<file path="src/rtl/osd_pos_pkg.sv">
// Package: shared size-code encoding for the OSD raster position logic.
// Assumes a 2-bit size code per direction.
package osd_pos_pkg;

    typedef enum logic [1:0] {
        SZ_X1  = 2'b00,
        SZ_X2  = 2'b01,
        SZ_X3  = 2'b10,
        SZ_DEF = 2'b11
    } size_code_e;

    // Number of raster units one font dot spans for a size code.
    function automatic logic [1:0] size_mult(input logic [1:0] code);
        case (code)
            SZ_X2:   size_mult = 2'd2;
            SZ_X3:   size_mult = 2'd3;
            default: size_mult = 2'd1;
        endcase
    endfunction

endpackage

</file>
<file path="src/rtl/osd_cfg_regs.sv">
// Module: holds the OSD placement settings.
// All fields load together on cfg_load and clear on reset.
// Assumes the fields are quasi-static during a frame.
module osd_cfg_regs #(
    parameter int POS_W = 6
) (
    input  logic             clk,
    input  logic             rst_n,
    input  logic             cfg_load,
    input  logic             in_line625,
    input  logic [POS_W-1:0] in_vpos,
    input  logic [POS_W-1:0] in_hpos,
    input  logic [1:0]       in_vsz_first,
    input  logic [1:0]       in_vsz_rest,
    input  logic [1:0]       in_hsz_first,
    input  logic [1:0]       in_hsz_rest,
    input  logic             in_rows10,
    output logic             line625,
    output logic [POS_W-1:0] vpos,
    output logic [POS_W-1:0] hpos,
    output logic [1:0]       vsz_first,
    output logic [1:0]       vsz_rest,
    output logic [1:0]       hsz_first,
    output logic [1:0]       hsz_rest,
    output logic             rows10
);

    // Capture the settings on a load strobe; clear them on reset.
    always_ff @(posedge clk) begin
        if (!rst_n) begin
            line625   <= 1'b0;
            vpos      <= '0;
            hpos      <= '0;
            vsz_first <= '0;
            vsz_rest  <= '0;
            hsz_first <= '0;
            hsz_rest  <= '0;
            rows10    <= 1'b0;
        end else if (cfg_load) begin
            line625   <= in_line625;
            vpos      <= in_vpos;
            hpos      <= in_hpos;
            vsz_first <= in_vsz_first;
            vsz_rest  <= in_vsz_rest;
            hsz_first <= in_hsz_first;
            hsz_rest  <= in_hsz_rest;
            rows10    <= in_rows10;
        end
    end

    // one cycle after reset every setting reads zero
    assert_cfg_cleared_R9: assert property (@(posedge clk)
        !rst_n |=> (!line625 && vpos == '0 && hpos == '0 && vsz_first == '0 &&
                    vsz_rest == '0 && hsz_first == '0 && hsz_rest == '0 && !rows10));

    // settings stay put unless a load strobe arrives
    assert_cfg_hold_R9: assert property (@(posedge clk) disable iff (!rst_n)
        !cfg_load |=> ($stable(vpos) && $stable(hpos) && $stable(rows10) && $stable(line625)));

endmodule

</file>
<file path="src/rtl/osd_vert_track.sv">
// Module: vertical tracker. It counts sync lines after a vertical
// strobe and, from the start line on, steps glyph lines and text rows.
// The row-0 size applies to the first row and the rest size to the others.
// Assumes strobes are one cycle wide and a vertical strobe wins over a
// horizontal one in the same cycle.
module osd_vert_track #(
    parameter int GLYPH_H  = 18,
    parameter int ROWS     = 12,
    parameter int ROWS_ALT = 10,
    parameter int POS_W    = 6,
    parameter int OFS_A    = 20,
    parameter int OFS_B    = 25,
    parameter int ROW_W    = 4,
    parameter int GL_W     = 5
) (
    input  logic             clk,
    input  logic             rst_n,
    input  logic             hsync_stb,
    input  logic             vsync_stb,
    input  logic             line625,
    input  logic [POS_W-1:0] vpos,
    input  logic [1:0]       vsz_first,
    input  logic [1:0]       vsz_rest,
    input  logic             rows10,
    output logic [ROW_W-1:0] row,
    output logic [GL_W-1:0]  gline,
    output logic             v_on
);

    localparam int LINE_MAX = OFS_B + 2 * ((1 << POS_W) - 1) + 1;
    localparam int LINE_W   = $clog2(LINE_MAX + 1);

    logic [LINE_W-1:0] line_cnt;
    logic [LINE_W-1:0] line_nxt;
    logic [LINE_W-1:0] vstart;
    logic [ROW_W-1:0]  row_last;
    logic [1:0]        vrep;
    logic [1:0]        vmag;
    logic              v_done;

    // Start line: the line-standard origin plus twice the position field.
    always_comb begin
        vstart   = (line625 ? LINE_W'(OFS_B) : LINE_W'(OFS_A)) + LINE_W'({vpos, 1'b0});
        line_nxt = (&line_cnt) ? line_cnt : line_cnt + 1'b1;
        row_last = rows10 ? ROW_W'(ROWS_ALT - 1) : ROW_W'(ROWS - 1);
        vmag     = osd_pos_pkg::size_mult((row == '0) ? vsz_first : vsz_rest);
    end

    // Step the line count and the row/glyph-line position on each line strobe.
    always_ff @(posedge clk) begin
        if (!rst_n || vsync_stb) begin
            line_cnt <= '0;
            row      <= '0;
            gline    <= '0;
            vrep     <= '0;
            v_on     <= 1'b0;
            v_done   <= 1'b0;
        end else if (hsync_stb) begin
            line_cnt <= line_nxt;
            if (!v_on && !v_done && line_nxt == vstart) begin
                v_on  <= 1'b1;
                row   <= '0;
                gline <= '0;
                vrep  <= '0;
            end else if (v_on) begin
                if (vrep + 2'd1 < vmag) begin
                    vrep <= vrep + 2'd1;
                end else begin
                    vrep <= '0;
                    if (gline == GL_W'(GLYPH_H - 1)) begin
                        gline <= '0;
                        if (row == row_last) begin
                            v_on   <= 1'b0;
                            v_done <= 1'b1;
                        end else begin
                            row <= row + 1'b1;
                        end
                    end else begin
                        gline <= gline + 1'b1;
                    end
                end
            end
        end
    end

    // the row never passes the selected row count
    assert_row_limit_R6: assert property (@(posedge clk) disable iff (!rst_n)
        v_on |-> (row <= row_last));

    // glyph line stays inside the cell height
    assert_gline_range_R1: assert property (@(posedge clk) disable iff (!rst_n)
        v_on |-> (gline < GL_W'(GLYPH_H)));

    // a vertical strobe ends the character area
    assert_vsync_clears_R8: assert property (@(posedge clk) disable iff (!rst_n)
        vsync_stb |=> (!v_on && line_cnt == '0));

    // the area opens exactly on the start line
    assert_start_line_R2: assert property (@(posedge clk) disable iff (!rst_n)
        $rose(v_on) |-> (line_cnt == $past(vstart) && row == '0 && gline == '0));

endmodule

</file>
<file path="src/rtl/osd_horz_track.sv">
// Module: horizontal tracker. It counts dot enables after a line strobe
// and, from the start dot on, steps glyph dots and text columns.
// It stops after the last column and stays stopped up to the next line
// strobe. Assumes the size code is stable for a whole line.
module osd_horz_track #(
    parameter int GLYPH_W = 12,
    parameter int COLS    = 24,
    parameter int POS_W   = 6,
    parameter int COL_W   = 5,
    parameter int GD_W    = 4
) (
    input  logic             clk,
    input  logic             rst_n,
    input  logic             hsync_stb,
    input  logic             dot_en,
    input  logic [POS_W-1:0] hpos,
    input  logic [1:0]       hsz,
    output logic [COL_W-1:0] col,
    output logic [GD_W-1:0]  gdot,
    output logic             h_on
);

    localparam int DOT_W = $clog2(2 * (1 << POS_W) + 1);

    logic [DOT_W-1:0] dot_cnt;
    logic [DOT_W:0]   dot_nxt;
    logic [DOT_W-1:0] hstart;
    logic [1:0]       hrep;
    logic [1:0]       hmag;
    logic             h_done;

    // Start dot is twice the position field; count one ahead for the compare.
    always_comb begin
        hstart  = DOT_W'({hpos, 1'b0});
        dot_nxt = {1'b0, dot_cnt} + 1'b1;
        hmag    = osd_pos_pkg::size_mult(hsz);
    end

    // Restart on a line strobe; otherwise step the dot position on each enable.
    always_ff @(posedge clk) begin
        if (!rst_n) begin
            dot_cnt <= '0;
            col     <= '0;
            gdot    <= '0;
            hrep    <= '0;
            h_on    <= 1'b0;
            h_done  <= 1'b0;
        end else if (hsync_stb) begin
            dot_cnt <= '0;
            col     <= '0;
            gdot    <= '0;
            hrep    <= '0;
            h_on    <= (hstart == '0);
            h_done  <= 1'b0;
        end else if (dot_en) begin
            if (!dot_nxt[DOT_W]) dot_cnt <= dot_nxt[DOT_W-1:0];
            if (!h_on && !h_done && dot_nxt == {1'b0, hstart}) begin
                h_on <= 1'b1;
            end else if (h_on) begin
                if (hrep + 2'd1 < hmag) begin
                    hrep <= hrep + 2'd1;
                end else begin
                    hrep <= '0;
                    if (gdot == GD_W'(GLYPH_W - 1)) begin
                        gdot <= '0;
                        if (col == COL_W'(COLS - 1)) begin
                            h_on   <= 1'b0;
                            h_done <= 1'b1;
                        end else begin
                            col <= col + 1'b1;
                        end
                    end else begin
                        gdot <= gdot + 1'b1;
                    end
                end
            end
        end
    end

    // column and glyph dot stay within the grid while active
    assert_col_range_R7: assert property (@(posedge clk) disable iff (!rst_n)
        h_on |-> (col < COL_W'(COLS) && gdot < GD_W'(GLYPH_W)));

    // a line strobe restarts the dot position
    assert_hsync_restart_R8: assert property (@(posedge clk) disable iff (!rst_n)
        hsync_stb |=> (col == '0 && gdot == '0 && dot_cnt == '0));

    // without an enable or a strobe the position holds
    assert_hold_R10: assert property (@(posedge clk) disable iff (!rst_n)
        (!dot_en && !hsync_stb) |=> ($stable(col) && $stable(gdot) && $stable(h_on)));

    // the area opens exactly on the start dot
    assert_start_dot_R3: assert property (@(posedge clk) disable iff (!rst_n)
        $rose(h_on) |-> (dot_cnt == $past(hstart)));

endmodule

</file>
<file path="src/rtl/osd_raster_pos.sv">
// Module: top of the OSD raster position generator. It ties the settings
// registers to the vertical and horizontal trackers. The horizontal size
// code is chosen by whether the current text row is the first one.
// Assumes one-cycle sync strobes in the clk domain.
module osd_raster_pos #(
    parameter int GLYPH_W  = 12,
    parameter int GLYPH_H  = 18,
    parameter int COLS     = 24,
    parameter int ROWS     = 12,
    parameter int ROWS_ALT = 10,
    parameter int POS_W    = 6,
    parameter int OFS_525  = 20,
    parameter int OFS_625  = 25,
    localparam int ROW_W   = $clog2(ROWS),
    localparam int COL_W   = $clog2(COLS),
    localparam int GL_W    = $clog2(GLYPH_H),
    localparam int GD_W    = $clog2(GLYPH_W)
) (
    input  logic             clk,
    input  logic             rst_n,
    input  logic             cfg_load,
    input  logic             cfg_line625,
    input  logic [POS_W-1:0] cfg_vpos,
    input  logic [POS_W-1:0] cfg_hpos,
    input  logic [1:0]       cfg_vsize_first,
    input  logic [1:0]       cfg_vsize_rest,
    input  logic [1:0]       cfg_hsize_first,
    input  logic [1:0]       cfg_hsize_rest,
    input  logic             cfg_rows10,
    input  logic             hsync_stb,
    input  logic             vsync_stb,
    input  logic             dot_en,
    output logic [ROW_W-1:0] txt_row,
    output logic [COL_W-1:0] txt_col,
    output logic [GL_W-1:0]  dot_row,
    output logic [GD_W-1:0]  dot_col,
    output logic             char_active
);

    logic             r_line625;
    logic [POS_W-1:0] r_vpos;
    logic [POS_W-1:0] r_hpos;
    logic [1:0]       r_vsz_first;
    logic [1:0]       r_vsz_rest;
    logic [1:0]       r_hsz_first;
    logic [1:0]       r_hsz_rest;
    logic             r_rows10;
    logic [1:0]       hsz_sel;
    logic             v_on;
    logic             h_on;

    osd_cfg_regs #(.POS_W(POS_W)) u_cfg (
        .clk          (clk),
        .rst_n        (rst_n),
        .cfg_load     (cfg_load),
        .in_line625   (cfg_line625),
        .in_vpos      (cfg_vpos),
        .in_hpos      (cfg_hpos),
        .in_vsz_first (cfg_vsize_first),
        .in_vsz_rest  (cfg_vsize_rest),
        .in_hsz_first (cfg_hsize_first),
        .in_hsz_rest  (cfg_hsize_rest),
        .in_rows10    (cfg_rows10),
        .line625      (r_line625),
        .vpos         (r_vpos),
        .hpos         (r_hpos),
        .vsz_first    (r_vsz_first),
        .vsz_rest     (r_vsz_rest),
        .hsz_first    (r_hsz_first),
        .hsz_rest     (r_hsz_rest),
        .rows10       (r_rows10)
    );

    osd_vert_track #(
        .GLYPH_H (GLYPH_H), .ROWS (ROWS), .ROWS_ALT (ROWS_ALT), .POS_W (POS_W),
        .OFS_A (OFS_525), .OFS_B (OFS_625), .ROW_W (ROW_W), .GL_W (GL_W)
    ) u_vert (
        .clk       (clk),
        .rst_n     (rst_n),
        .hsync_stb (hsync_stb),
        .vsync_stb (vsync_stb),
        .line625   (r_line625),
        .vpos      (r_vpos),
        .vsz_first (r_vsz_first),
        .vsz_rest  (r_vsz_rest),
        .rows10    (r_rows10),
        .row       (txt_row),
        .gline     (dot_row),
        .v_on      (v_on)
    );

    // Row 0 takes the first-row horizontal size; other rows take the shared one.
    always_comb hsz_sel = (txt_row == '0) ? r_hsz_first : r_hsz_rest;

    osd_horz_track #(
        .GLYPH_W (GLYPH_W), .COLS (COLS), .POS_W (POS_W), .COL_W (COL_W), .GD_W (GD_W)
    ) u_horz (
        .clk       (clk),
        .rst_n     (rst_n),
        .hsync_stb (hsync_stb),
        .dot_en    (dot_en),
        .hpos      (r_hpos),
        .hsz       (hsz_sel),
        .col       (txt_col),
        .gdot      (dot_col),
        .h_on      (h_on)
    );

    // Character area: inside the grid in both directions at once.
    always_comb char_active = v_on && h_on;

endmodule

</file>
<file path="config.mk">
export PLATFORM = sky130hd
export DESIGN_NAME = osd_raster_pos
export DESIGN_NICKNAME = d
export VERILOG_FILES = /design/src/rtl/osd_pos_pkg.sv /design/src/rtl/osd_cfg_regs.sv /design/src/rtl/osd_vert_track.sv /design/src/rtl/osd_horz_track.sv /design/src/rtl/osd_raster_pos.sv
export SDC_FILE = /design/constraint.sdc
export NUM_CORES = 1
export LEC_CHECK = 0
export ABC_AREA = 1
export BUFFER_PORTS_ARGS = -buffer_cell sky130_fd_sc_hd__buf_2
export CORE_MARGIN = 5
export CORE_UTILIZATION = 40
export CTS_BUF_LIST = sky130_fd_sc_hd__clkbuf_4 sky130_fd_sc_hd__clkbuf_8 sky130_fd_sc_hd__clkbuf_16
export DETAILED_ROUTE_END_ITERATION = 16
export PLACE_DENSITY = 0.69
export SLEW_MARGIN = 20
export SYNTH_ARGS = -nofsm -noshare
export SYNTH_HDL_FRONTEND = slang
export SYNTH_SLANG_ARGS = --single-unit
</file>
<file path="constraint.sdc">
create_clock -name clk -period 3.3 [get_ports clk]
set_input_delay 0.66 -clock clk [delete_from_list [all_inputs] [get_ports clk]]
set_output_delay 0.66 -clock clk [all_outputs]
set_load 0.005 [all_outputs]
</file>
==> tab_implementation.tex, run 1 <==
\begin{tabular}{lr}
\hline
Metric & Value \\
\hline
\multicolumn{2}{l}{\textbf{Outcome}} \\
\quad Status & complete, no violations \\
\multicolumn{2}{l}{\textbf{Logic synthesis}} \\
\quad Async set or reset register ratio after synthesis & 0\% \\
\quad Seq/Total Area, Yosys & 34.8\% \\
\quad Netlist area before placement & 3680 sq um \\
\quad Flip-flop and latch count after synthesis & 64 \\
\quad Avg Inst Size Synth & 6.94 sq um \\
\quad EDFF count, synth & 0 \\
\quad Number of library cell types mapped by synthesis & 46 \\
\quad Total nets after synthesis & 573 \\
\quad Predominant post-synthesis flop cell & sky130\_fd\_sc\_hd\_\_dfxtp\_1 \\
\quad Number of instances in the synthesized netlist & 530 \\
\quad Count of warnings emitted by yosys & 0 \\
\multicolumn{2}{l}{\textbf{Route}} \\
\quad Number of detailed-route iterations in the first pass & 4 \\
\quad Count of nets left with antenna violations after detail routing & 0 \\
\quad Via count & 3567 \\
\quad Mean routed wirelength per cell & 12.5 um \\
\quad Sum of routed wire length over all layers & 8.65 mm \\
\quad Post-detailed-route DRC marker count & 0 \\
\quad Detailed Route Iter0 Violations & 113 \\
\quad Ratio of routed vias to standard cells & 5.15 \\
\multicolumn{2}{l}{\textbf{GRT}} \\
\quad Initial antenna violation count & 0 \\
\quad Global-route layer with the greatest usage & met2 \\
\quad Met2 usage in global routing & 27.0\% \\
\quad GRT overflow & 0 \\
\quad Number of global-route vias before repair & 3339 \\
\quad Global routing usage on met3 & 2.98\% \\
\quad Met1 Use GR & 19.0\% \\
\quad Global-route wire length before repair & 14.4 mm \\
\quad Overall global routing resource usage & 15.7\% \\
\quad Largest net degree at the start of global routing & 33 \\
\multicolumn{2}{l}{\textbf{Placed design}} \\
\quad Total instance count after detailed placement & 676 \\
\quad Port Buffer Count & 46 \\
\quad Final RePlAce weighted congestion & 0.845 \\
\quad Final HPWL from detailed placement & 6.57 mm \\
\quad Placed standard-cell area & 4010 sq um \\
\quad Worst setup slack before clock tree synthesis & 0.516 ns \\
\multicolumn{2}{l}{\textbf{Final layout}} \\
\quad Final core utilization & 46.5\% \\
\quad Most frequent cells in the layout & 88 x sky130\_fd\_sc\_hd\_\_nand2\_1, 69 x sky130\_fd\_sc\_hd\_\_inv\_1, 67 x sky130\_fd\_sc\_hd\_\_nor2\_1 \\
\quad Footprint of the multi-input gates & 2070 sq um \\
\quad Final Non-Filler Cells & 692 \\
\quad Flip-flop and latch area & 1280 sq um \\
\quad Most common cell after layout, fill and taps aside & sky130\_fd\_sc\_hd\_\_nand2\_1 \\
\quad Layout overhead on the synthesized area & 15.0\% \\
\quad Antenna diode count & 0 \\
\quad Nets@finish & 619 \\
\quad Finished layout cell area & 4230 sq um \\
\quad Fill cell total of the finished layout & 939 \\
\quad Share of final-layout standard cells stronger than drive strength 1 & 14.6\% \\
\multicolumn{2}{l}{\textbf{Setup path}} \\
\quad Critical Path End Type & flop \\
\quad Data required time at the worst endpoint & 3.53 ns \\
\quad Critical Path AT & 3.02 ns \\
\quad Biggest fanout along the worst timing path & 6 \\
\quad Critical path launch point type & flop \\
\quad Category of the most critical setup path & reg -> reg \\
\multicolumn{2}{l}{\textbf{Timing}} \\
\quad Worst Max-Slew Pin Slew & 0.898 ns \\
\quad Setup Skew & 0.0110 ns \\
\quad Number of failing setup endpoints in the final timing report & 0 \\
\quad Worst relative slew slack & 40.0\% \\
\quad Final WS setup & 0.509 ns \\
\quad Final critical delay including setup and external delays & 2.79 ns \\
\quad Setup total negative slack & 0 ns \\
\quad Number of max-slew violations in the final report & 0 \\
\quad Timing-limited maximum frequency & 358 MHz \\
\quad Period Utilization, post-route & 84.6\% \\
\quad Final Hold Viols & 0 \\
\quad RSZ-0062 raised after global routing & false \\
\quad Worst hold slack across all endpoints & 0.457 ns \\
\multicolumn{2}{l}{\textbf{Clock network}} \\
\quad Clock Sink Count & 64 \\
\quad TritonCTS clock tree & built \\
\quad Total of cells resized after clock tree synthesis & 0 \\
\quad Number of buffers on the longest clock path & 2 \\
\quad Post-CTS clock slew at the launch and capture registers of the worst setup and hold paths & 0.08 ns \\
\quad Number of CTS-inserted buffers & 9 \\
\quad Clock latency on the worst-skew pair & 0.35 ns \\
\quad Number of hold buffers added after cts & 0 \\
\quad \# H-tree levels & 3 \\
\quad CTS root buffer & sky130\_fd\_sc\_hd\_\_clkbuf\_8 \\
\quad Setup fix buffers added after clock tree synthesis & 0 \\
\multicolumn{2}{l}{\textbf{Floorplan}} \\
\quad Num rows & 35 \\
\quad Core box area & 9110 sq um \\
\quad Overall die area & 11200 sq um \\
\quad Die X & 106 um \\
\quad Vert. Die Dim & 106 um \\
\quad Initial Utilization & 40.4\% \\
\quad Num ports & 47 \\
\multicolumn{2}{l}{\textbf{Power}} \\
\quad Tot Pwr & 1.80 mW \\
\quad Leak & 1.97 nW \\
\quad Cell area power density & 425 nW/um\^{}2 \\
\quad Largest vdd supply drop & 0.217 mV \\
\multicolumn{2}{l}{\textbf{Worst hold path}} \\
\quad Class of the worst hold path & reg -> reg \\
\multicolumn{2}{l}{\textbf{Flow run}} \\
\quad Max-cap violations & 0 \\
\hline
\end{tabular}
sequential cells by signal, summed over array words and instances (netlist names), 2 cells and up:
name	cells
u_cfg.vpos	6
u_vert.line_cnt	8
u_vert.gline	5
u_cfg.hsz_rest	2
u_horz.col	5
u_cfg.vsz_rest	2
u_cfg.hpos	6
u_horz.hrep	2
u_vert.row	4
u_vert.vrep	2
u_horz.dot_cnt	8
u_horz.gdot	4
u_cfg.vsz_first	2
u_cfg.hsz_first	2
worst max-delay path, cell delays in order, from the launching register on:
cell and delay, ns:
sky130_fd_sc_hd__dfxtp_1 0.41, sky130_fd_sc_hd__inv_1 0.11, sky130_fd_sc_hd__ha_1 0.20, sky130_fd_sc_hd__nand3_1 0.21, sky130_fd_sc_hd__mux2i_1 0.23, sky130_fd_sc_hd__ha_1 0.25, sky130_fd_sc_hd__ha_1 0.27, sky130_fd_sc_hd__a21oi_1 0.13
sky130_fd_sc_hd__nor3_1 0.21, sky130_fd_sc_hd__nand3_1 0.20, sky130_fd_sc_hd__nor2_1 0.21, sky130_fd_sc_hd__and3_1 0.19, sky130_fd_sc_hd__nor3_1 0.04
cells by family after synthesis:
kind of cell	synth area share, %
buffers and inverters	8.91
DFF	34.8
adders and majority gates	5.30
xor gates and xnor gates	3.33
AOI/OAI and AO/OA	15.5
muxes	0.544
and+or+nand+nor	31.6
cell type report:
class                      count  share of cell area (%)
tap                          111                    3.28
timing repair buffer          48                    5.79
clock inverter                 7                    2.42
sequential                    64                    30.3
multi-input combinational    381                    48.9
inverter                      72                    6.38
clock buffer                   9                    2.93
final timing paths:
kind | from | to | slack, ns | depth (start not counted)
min reg2reg | u_cfg.hsz_first[0]$_SDFFE_PN0P_ | u_cfg.hsz_first[0]$_SDFFE_PN0P_ | 0.46 | 2
max reg2reg | u_vert.row[0]$_SDFFE_PP0P_ | u_horz.col[4]$_SDFFE_PP0P_ | 0.51 | 12
max | u_vert.row[0]$_SDFFE_PP0P_ | u_horz.col[4]$_SDFFE_PP0P_ | 0.51 | 12
min | u_cfg.hsz_first[0]$_SDFFE_PN0P_ | u_cfg.hsz_first[0]$_SDFFE_PN0P_ | 0.46 | 2
synthesized netlist by cell type (all sizes together) (2+ instances only):
master / n / share of area (%)
nand2: 93 / 10
inv: 70 / 7.1
nor2: 70 / 7.5
dfxtp: 64 / 35
nand3: 53 / 8.4
o21ai: 49 / 7.1
a21oi: 35 / 4.8
ha: 14 / 4.8
nand4: 11 / 2.0
clkbuf: 10 / 1.0
nor3: 9 / 1.5
xor2: 8 / 1.9
xnor2: 6 / 1.4
and3: 4 / 0.68
o31ai: 4 / 0.82
buf: 3 / 0.54
nand3b: 3 / 0.61
nor4: 3 / 0.51
o211ai: 3 / 0.61
a31oi: 2 / 0.34
clkinv: 2 / 0.20
mux2i: 2 / 0.54
o21a: 2 / 0.41
routing by layer:
layer | up-vias | part of all wire (%)
met5 | - | 0
met4 | 0 | 2.3
met3 | 19 | 3.9
met2 | 71 | 47
met1 | 1628 | 46
li1 | 1849 | -
report_power, final:
group          leakage, nW  switching, mW  internal [mW]
Combinational         1.34          0.131         0.0771
Clock                0.110          0.333          0.433
Sequential           0.523         0.0235          0.799
Total                 1.97          0.488           1.31
No activity file was read; power rests on OpenSTA's default activity.
==> inputs of run 2 (changes only) <==
Clock period 3.3 ns to 2.64 ns, I/O delays scaled along.
==> run 2 against run 1 <==
Against the previous run: clock power rose by 5.1%; global-route usage rose by 0.58 points; die area did not move; clock skew rose by 0.0041 ns; cell area rose by 2.0%; sequential cell count did not move; core utilization rose by 0.92 points; setup slack got worse by 0.39 ns; total power rose by 18%; largest power group unchanged.
==> tab_implementation.tex, run 2 (same netlist as run 1, synthesis figures left out) <==
\begin{tabular}{lr}
\hline
Metric & Value \\
\hline
\multicolumn{2}{l}{\textbf{Setup path}} \\
\quad Category of the most critical setup path & reg -> reg \\
\quad Critical Path AT & 2.77 ns \\
\quad Critical path launch point type & flop \\
\quad Data required time at the worst endpoint & 2.88 ns \\
\quad Biggest fanout along the worst timing path & 6 \\
\quad Critical Path End Type & flop \\
\multicolumn{2}{l}{\textbf{GRT}} \\
\quad Number of global-route vias before repair & 3418 \\
\quad Overall global routing resource usage & 16.3\% \\
\quad GRT overflow & 0 \\
\quad Initial antenna violation count & 0 \\
\quad Global-route wire length before repair & 15.2 mm \\
\quad Largest net degree at the start of global routing & 24 \\
\multicolumn{2}{l}{\textbf{Outcome}} \\
\quad Status & complete, no violations \\
\multicolumn{2}{l}{\textbf{Floorplan}} \\
\quad Vert. Die Dim & 106 um \\
\quad Num ports & 47 \\
\quad Core box area & 9110 sq um \\
\quad Initial Utilization & 40.4\% \\
\quad Die X & 106 um \\
\quad Num rows & 35 \\
\quad Overall die area & 11200 sq um \\
\multicolumn{2}{l}{\textbf{Route}} \\
\quad Number of detailed-route iterations in the first pass & 6 \\
\quad Mean routed wirelength per cell & 12.5 um \\
\quad Count of nets left with antenna violations after detail routing & 0 \\
\quad Ratio of routed vias to standard cells & 5.09 \\
\quad Post-detailed-route DRC marker count & 0 \\
\quad Via count & 3573 \\
\quad Sum of routed wire length over all layers & 8.77 mm \\
\quad Detailed Route Iter0 Violations & 86 \\
\multicolumn{2}{l}{\textbf{Final layout}} \\
\quad Antenna diode count & 0 \\
\quad Largest registers & u\_horz.dot\_cnt: 8 flops, u\_vert.line\_cnt: 8 flops \\
\quad Nets@finish & 629 \\
\quad Fill cell total of the finished layout & 941 \\
\quad Share of final-layout standard cells stronger than drive strength 1 & 17.9\% \\
\quad Flip-flop and latch area & 1280 sq um \\
\quad Footprint of the multi-input gates & 2120 sq um \\
\quad Most frequent cells in the layout & 87 x sky130\_fd\_sc\_hd\_\_nand2\_1, 69 x sky130\_fd\_sc\_hd\_\_inv\_1, 63 x sky130\_fd\_sc\_hd\_\_nor2\_1, 63 x sky130\_fd\_sc\_hd\_\_dfxtp\_1 \\
\quad Most common cell after layout, fill and taps aside & sky130\_fd\_sc\_hd\_\_nand2\_1 \\
\quad Layout overhead on the synthesized area & 17.3\% \\
\quad Finished layout cell area & 4320 sq um \\
\multicolumn{2}{l}{\textbf{Timing}} \\
\quad Worst relative slew slack & 37.4\% \\
\quad Worst hold slack across all endpoints & 0.406 ns \\
\quad Timing-limited maximum frequency & 396 MHz \\
\quad Period Utilization, post-route & 95.6\% \\
\quad Worst Max-Slew Pin Slew & 0.935 ns \\
\quad Number of failing setup endpoints in the final timing report & 0 \\
\quad Final critical delay including setup and external delays & 2.52 ns \\
\quad Setup Skew & 0.0151 ns \\
\quad Number of max-slew violations in the final report & 0 \\
\quad Final Hold Viols & 0 \\
\multicolumn{2}{l}{\textbf{Placed design}} \\
\quad Final HPWL from detailed placement & 6.66 mm \\
\quad Port Buffer Count & 46 \\
\quad Final RePlAce weighted congestion & 0.856 \\
\quad Placed standard-cell area & 4060 sq um \\
\multicolumn{2}{l}{\textbf{Power}} \\
\quad Switching power as a share of total power & 28.8\% \\
\quad Leak & 2.02 nW \\
\quad Combinational group share of total power & 13.3\% \\
\quad Fraction of power consumed by the clock network & 38.1\% \\
\quad Cell-internal power & 1.50 mW \\
\quad Sw Pwr & 0.610 mW \\
\quad Largest vdd supply drop & 0.332 mV \\
\quad Tot Pwr & 2.11 mW \\
\quad Part of the power in registers & 48.6\% \\
\quad Cell area power density & 490 nW/um\^{}2 \\
\multicolumn{2}{l}{\textbf{Clock network}} \\
\quad Post-CTS clock slew at the launch and capture registers of the worst setup and hold paths & 0.08 ns \\
\quad Clock latency on the worst-skew pair & 0.35 ns \\
\quad Clock Sink Count & 64 \\
\quad TritonCTS clock tree & built \\
\quad CTS root buffer & sky130\_fd\_sc\_hd\_\_clkbuf\_8 \\
\quad Number of buffers on the longest clock path & 2 \\
\quad \# H-tree levels & 3 \\
\quad Number of hold buffers added after cts & 0 \\
\quad Number of CTS-inserted buffers & 9 \\
\multicolumn{2}{l}{\textbf{Worst hold path}} \\
\quad Class of the worst hold path & in -> reg \\
\multicolumn{2}{l}{\textbf{Flow run}} \\
\quad Max-cap violations & 0 \\
\hline
\end{tabular}
-- run 2: repair_timing --
item | 4_1_cts | 5_1_grt
endpoints found under the setup margin | 10 | 13
setup buffers | 0 | 3
resized for setup | 3 | 10
pin swaps | 0 | 2
-- run 2: path summary, 6_finish.rpt --
check                                  start                         end  slack [ns]  cells past startpoint
hold / removal                   cfg_hpos[5]  u_cfg.hpos[5]$_SDFFE_PN0P_        0.41                      3
setup / recovery  u_vert.row[0]$_SDFFE_PP0P_  u_vert.row[1]$_SDFFE_PP0P_        0.12                     12
setup reg to reg  u_vert.row[0]$_SDFFE_PP0P_  u_vert.row[1]$_SDFFE_PP0P_        0.12                     12
hold reg to reg   u_vert.v_done$_SDFFE_PP0P_  u_vert.v_done$_SDFFE_PP0P_        0.45                      2
-- run 2: per-stage QoR --
stage / instances / utilization [%] / worst slack [ns] / setup TNS [ns]
final: 702 / 47.4 / 0.116 / 0
after global routing: 702 / 47.4 / -0.0299 / -0.0299
after CTS: 699 / 46.8 / 0.0647 / 0
after detailed placement: 683 / 44.6 / -0.0520 / -0.228
after global placement: 683 / 44.6 / 0.110 / 0
after floorplan: 530 / - / 0.147 / 0
-- run 2: power groups by stage --
stage	registers, mW	clock network, mW	logic, mW
after floorplan	1.04	0	0.193
after global placement	1.05	0	0.265
after detailed placement	1.05	0	0.273
after CTS	1.03	0.828	0.276
after global routing	1.03	0.880	0.321
final	1.03	0.805	0.281
-- run 2: routing by layer --
metal	part of all wire (%)	vias up	global-route usage, %	wire [um]
met5	0	-	0	0
met4	1.4	0	5.00	124
met3	4.4	13	4.13	387
met2	48	51	27.8	4250
met1	46	1641	20.2	4010
li1	-	1868	-	-
-- run 2: cell type report --
| type | instances | area share [%] |
|---|---|---|
| Inverter | 72 | 6.26 |
| Multi-Input combinational cell | 381 | 49.0 |
| Timing Repair Buffer | 58 | 7.42 |
| Clock buffer | 11 | 3.51 |
| Tap cell | 111 | 3.22 |
| Clock inverter | 5 | 0.870 |
| Sequential cell | 64 | 29.7 |
-- run 2: critical path, stage by stage (launching register included) --
cell and delay, ns:
sky130_fd_sc_hd__dfxtp_1 0.33, sky130_fd_sc_hd__inv_1 0.07, sky130_fd_sc_hd__ha_1 0.24, sky130_fd_sc_hd__nand3_4 0.14
sky130_fd_sc_hd__mux2i_1 0.22, sky130_fd_sc_hd__ha_1 0.26, sky130_fd_sc_hd__ha_1 0.27, sky130_fd_sc_hd__o21a_1 0.13
sky130_fd_sc_hd__nor2_2 0.08, sky130_fd_sc_hd__o41ai_2 0.42, sky130_fd_sc_hd__nand3_1 0.12, sky130_fd_sc_hd__nand2_1 0.10
sky130_fd_sc_hd__nor2_1 0.04
